## config.mk

```make
export PLATFORM = sky130hd
export DESIGN_NAME = rx_char_fifo
export DESIGN_NICKNAME = d
export VERILOG_FILES = /design/src/rtl/rx_char_fifo.sv
export SDC_FILE = /design/constraint.sdc
export NUM_CORES = 1
export LEC_CHECK = 0
export ABC_AREA = 1
export BUFFER_PORTS_ARGS = -buffer_cell sky130_fd_sc_hd__buf_2
export CAP_MARGIN = 20
export CORE_MARGIN = 1.5
export CORE_UTILIZATION = 29
export DETAILED_ROUTE_END_ITERATION = 10
export HOLD_SLACK_MARGIN = 0.02
export SETUP_SLACK_MARGIN = 0.05
export SYNTH_ARGS = -nofsm -noshare
export SYNTH_HDL_FRONTEND = slang
export SYNTH_SLANG_ARGS = --single-unit
```

## constraint.sdc

```tcl
create_clock -name clk -period 6.7 [get_ports clk]
set_input_delay 0.67 -clock clk [delete_from_list [all_inputs] [get_ports clk]]
set_output_delay 0.67 -clock clk [all_outputs]
set_load 0.05 [all_outputs]
```

## src/rtl/rx_char_fifo.sv

```systemverilog
module rx_char_fifo #(
  parameter int DEPTH = 16,
  parameter int TW    = 6,
  localparam int AW = $clog2(DEPTH),
  localparam int CW = AW + 1
) (
  input  logic       clk,
  input  logic       rst_n,
  input  logic       char_valid,
  input  logic [7:0] char_data,
  input  logic       char_perr,
  input  logic       char_ferr,
  input  logic       char_brk,
  input  logic       bit_tick,
  input  logic       rd_pop,
  input  logic       stat_rd,
  input  logic       clr,
  input  logic [1:0] trig_sel,
  input  logic [1:0] word_len,
  input  logic       rdy_mode,
  output logic [7:0] head_data,
  output logic       head_perr,
  output logic       head_ferr,
  output logic       head_brk,
  output logic       data_ready,
  output logic       overrun,
  output logic       fifo_err,
  output logic       avail,
  output logic       timeout,
  output logic       rxrdy_n
);

  logic [10:0]   mem [DEPTH];
  logic [AW-1:0] wp, rp;
  logic [CW-1:0] cnt, thr;
  logic [TW-1:0] to_cnt, to_lim;
  logic          hd_ack, latched;

  wire empty  = (cnt == '0);
  wire full   = (cnt == CW'(DEPTH));
  wire wr_ok  = char_valid & ~full & ~clr;
  wire rd_ok  = rd_pop & ~empty & ~clr;
  wire in_err = char_perr | char_ferr | char_brk;

  always_comb begin
    case (trig_sel)
      2'd0:    thr = CW'(1);
      2'd1:    thr = CW'(4);
      2'd2:    thr = CW'(8);
      default: thr = CW'(14);
    endcase
  end

  assign to_lim     = TW'(4 * (32'(word_len) + 5) + 12);
  assign data_ready = ~empty;
  assign avail      = (cnt >= thr);
  assign timeout    = ~empty & (to_cnt >= to_lim);
  assign head_data  = mem[rp][7:0];
  assign head_perr  = ~empty & ~hd_ack & mem[rp][8];
  assign head_ferr  = ~empty & ~hd_ack & mem[rp][9];
  assign head_brk   = ~empty & ~hd_ack & mem[rp][10];
  assign rxrdy_n    = rdy_mode ? ~(~empty & (avail | timeout | latched)) : empty;

  always_ff @(posedge clk)
    if (wr_ok) mem[wp] <= {char_brk, char_ferr, char_perr, char_brk ? 8'h00 : char_data};

  always_ff @(posedge clk or negedge rst_n) begin
    if (!rst_n) begin
      wp <= '0; rp <= '0; cnt <= '0;
      overrun <= 1'b0; fifo_err <= 1'b0; hd_ack <= 1'b0;
      to_cnt <= '0; latched <= 1'b0;
    end else begin
      if (clr) begin
        wp <= '0; rp <= '0; cnt <= '0;
      end else begin
        if (wr_ok) wp <= wp + 1'b1;
        if (rd_ok) rp <= rp + 1'b1;
        cnt <= cnt + CW'(wr_ok) - CW'(rd_ok);
      end

      if (char_valid & full & ~clr) overrun <= 1'b1;
      else if (stat_rd)             overrun <= 1'b0;

      if (wr_ok & in_err)  fifo_err <= 1'b1;
      else if (stat_rd)    fifo_err <= 1'b0;

      if (clr | rd_ok | (wr_ok & empty)) hd_ack <= 1'b0;
      else if (stat_rd)                  hd_ack <= 1'b1;

      if (clr | empty | char_valid | rd_ok) to_cnt <= '0;
      else if (bit_tick & (to_cnt < to_lim)) to_cnt <= to_cnt + 1'b1;

      latched <= ~empty & (avail | timeout | latched);
    end
  end

  p_no_store_full_r4: assert property (@(posedge clk) disable iff (!rst_n)
    full && char_valid && !clr && !rd_pop |=> cnt == CW'(DEPTH));

  p_ovr_hold_r4: assert property (@(posedge clk) disable iff (!rst_n)
    overrun && !stat_rd |=> overrun);

  p_clear_empties_r10: assert property (@(posedge clk) disable iff (!rst_n)
    clr |=> !data_ready);

  p_to_from_tick_r2: assert property (@(posedge clk) disable iff (!rst_n)
    $rose(timeout) && $stable(word_len) |-> $past(bit_tick));

  p_trig_one_r1: assert property (@(posedge clk) disable iff (!rst_n)
    trig_sel == 2'd0 |-> avail == data_ready);

  p_last_pop_r11: assert property (@(posedge clk) disable iff (!rst_n)
    rd_ok && cnt == CW'(1) && !char_valid |=> rxrdy_n);

endmodule

```

==> metrics.md <==
| Metric | Value |
|---|---|
| Worst EP arrival | 2.97 ns |
| Pin count of the biggest net entering global routing | 66 |
| Mean Syn Cell Area | 11.0 sq um |
| Core Area | 29,600 sq um |
| Cells along the critical path | buf_4, nand2_1, nand3_1, nand2_1, a31oi_1, nand2_1, nand2_1, buf_2 |
| Initial antenna violation count | 0 |
| Vias in the first global route | around 5,400 |
| Initial Util | 29.4% |
| WL per Instance | 15.4 um |
| CP max-delay cell | dfrtp_2 |
| Setup crit start kind | register |
| Tcrit/Tclk final | 54.4% |
| Final ANT Viol Nets | 0 |
| Postcts setup bufs | 0 |
| Net Sw Frac | 35.5% |
| Filler Cell Count | 2,986 |
| Rows | between 60 and 70 |
| Clock Skews | 0.0116 ns |
| Drc violations | 0 |
| CTS H-Tree Depth | 4 |
| Final setup vio count | 0 |
| DIE AREA | 31,100 sq um |
| Sw Pwr | 1.19 mW |
| Outcome | finished, final reports clean |
| Power per cell area | 336 nW/um^2 |
| WP data required | 6.03 ns |
| Vias per cell | roughly 4.6 |
| IO Pins | 40 |
| Worst VDD drop | roughly 180 uV |
| Cell variety after synth | 30 |
| Commonest non-fill, non-tap cell in the layout | nand2_1 |
| Clock power frac | 30.7% |
| IO Port Bufs | 39 |
| Die W | 176 um |
| Seq/Total Area, Yosys | 67.2% |
| DIE HEIGHT | 176 um |
| Ant diodes | 0 |
| Share of layout cells above drive strength 1 | between 10% and 20% |
| Flops & latches, synth | 199 |
| CTS Hold Bufs | 0 |
| Clk pin slew, worst setup/hold paths | 0.08 ns |
| Seq pwr share | a little over two fifths |
| Cell mode on critical path | nand2_1 |
| Highest-count cells in the layout ignoring fill and taps | nand2_1 (180), edfxtp_1 (176), nor2_1 (99) |
| Post-CTS sizing | 0 |
| Crit path kind | register to output port |
| Combinational share of power | 26.2% |
| Max_slew headroom | 26.6% |
| CP Max Fanout | 49 |
| Total gr overflow | 0 |
| Placed instance area | 9300 sq um |
| Syn nets | 838 |
| Post-DP HPWL | 12,400 um |
| DRT Pass-1 Iters | 5 |
| Slew Limit Fails | 0 |
| Root buffer cell | clkbuf_16 |
| P_leak | between 3 and 4 nW |
| Initial DRC Count | 616 |
| Tmin final | 3.64 ns |
| Clock sinks | 199 |
| Drt total wl | 19,200 um |
| Syn Std Cell Area | between 8000 and 9000 sq um |
| Nature of the critical path endpoint | output port |
| TritonCTS Buffers | 17 |
| GP Congestion | 0.767 |
| Hold Crit Class | input port to async pin |
| Max cap viols | 0 |
| Max Clock Freq | ~270 MHz |
| Overall routing resource usage | between 10% and 20% |
| Hold Vio Cnt, Final | 0 |
| Worst slew pin tran | approximately 1.1 ns |
| CP peak stage delay | approximately 0.9 ns |
| Post-route cell area | around 10000 sq um |
| RSZ-0062 raised after global routing | no |
| Nets | 886 |
| Worst-skew pair later-pin latency | 0.45 ns |
| Via count | 5,686 |
| Synth-to-layout area growth | 14.7% |
| Post-Syn Instances | 791 |
| CTS Buffer Depth | 2 |
| Setup tns final | 0 ns |
| First-pass GRT wire length | 30,300 um |
| YS warnings | 0 |
| P_int | approximately 2.2 mW |
| TritonCTS clock tree | yes |
-- through the flow --
step           setup slack, ns  hold WS [ns]  power, mW  instances  util, %
2_1_floorplan             3.51         0.374       2.14        791        -
3_3_place_gp              3.11         0.479       2.34       1198     31.3
3_5_place_dp              3.07         0.484       2.35       1201     31.4
4_1_cts                   2.60         0.204       3.37       1233     33.4
5_1_grt                   2.85         0.243       3.52       1242     33.7
6_report                  3.06         0.194       3.35       1242     33.7
-- metal layers --
metal  wire length [um]  GRT usage, %  share of wire [%]
met1               8550          16.7                 45
met2               9220          21.2                 48
met3                869          1.81                4.5
met4                541          6.32                2.8
met5                  0             0                  0
-- power by group through the flow --
stage                     Sequential (mW)  Clock, mW  Combinational (mW)
after detailed placement             1.48          0               0.874
after global placement               1.48          0               0.863
after floorplan                      1.45          0               0.683
final                                1.45       1.03               0.877
after CTS                            1.45       1.05               0.877
after global routing                 1.46       1.09               0.974
-- cell families (layout without fill, tap and decap cells) --
family	count (synthesis)	count (layout)	share of synthesized area, %
AO/OA/AOI/OAI	125	125	7.56
XOR/XNOR	7	7	0.703
adder cells (fa/ha/maj)	24	24	3.53
buffers and inverters	93	154	4.94
flip-flops	199	199	67.2
AND/OR/NAND/NOR	343	343	16.0
-- layout make-up --
cell class | count | area [sq um] | area share, %
clock buffer | 17 | 425 | 4.26
clock inverter | 15 | 181 | 1.81
inverter | 60 | 225 | 2.25
multi-input combinational | 499 | 2430 | 24.3
sequential | 199 | 5860 | 58.6
tap | 390 | 488 | 4.88
timing repair buffer | 62 | 387 | 3.87
-- Yosys cell counts, drive strengths merged --
library cell	count	area, sq um
nand2	180	676
edfxtp	176	5290
nor2	101	389
o21ai	68	340
inv	60	225
nand3	50	250
a21oi	37	185
buf	23	168
dfrtp	23	576
ha	23	288
clkbuf	10	37.5
o22ai	9	56.3
nor3	6	30.0
xor2	5	43.8
a31oi	4	25.0
nand4	4	40.0
o211ai	4	30.0
xnor2	2	17.5
fa	1	20.0
nand3b	1	7.51
o21a	1	7.51
o21bai	1	7.51
o31ai	1	7.51
or2	1	6.26
-- final timing paths --
kind | slack (ns) | depth (start not counted) | end | from
max | 3.06 | 8 | head_data[7] | rp[0]
min | 0.19 | 1 | to_cnt[5] | rst_n
max reg2reg | 4.06 | 15 | cnt[4] | cnt[2]
min reg2reg | 0.50 | 2 | overrun | overrun
max in group asynchronous | 6.11 | 1 | rp[0] | rst_n
min in group clk | 0.47 | 2 | cnt[1] | clr
-- registers in the layout, indices dropped and copies added (netlist names) --
name and count:
mem 176, to_cnt 6, cnt 5, rp 4, wp 4, fifo_err 1
hd_ack 1, latched 1, overrun 1
-- worst max-delay path: cells and delay by family, from the launching register on --
kind / cells / cell delay (ns)
buf+inv: 2 / 0.85
flops: 1 / 0.90
compound gates: 1 / 0.28
simple gates: 5 / 0.47
No activity file was read; power rests on OpenSTA's default activity.
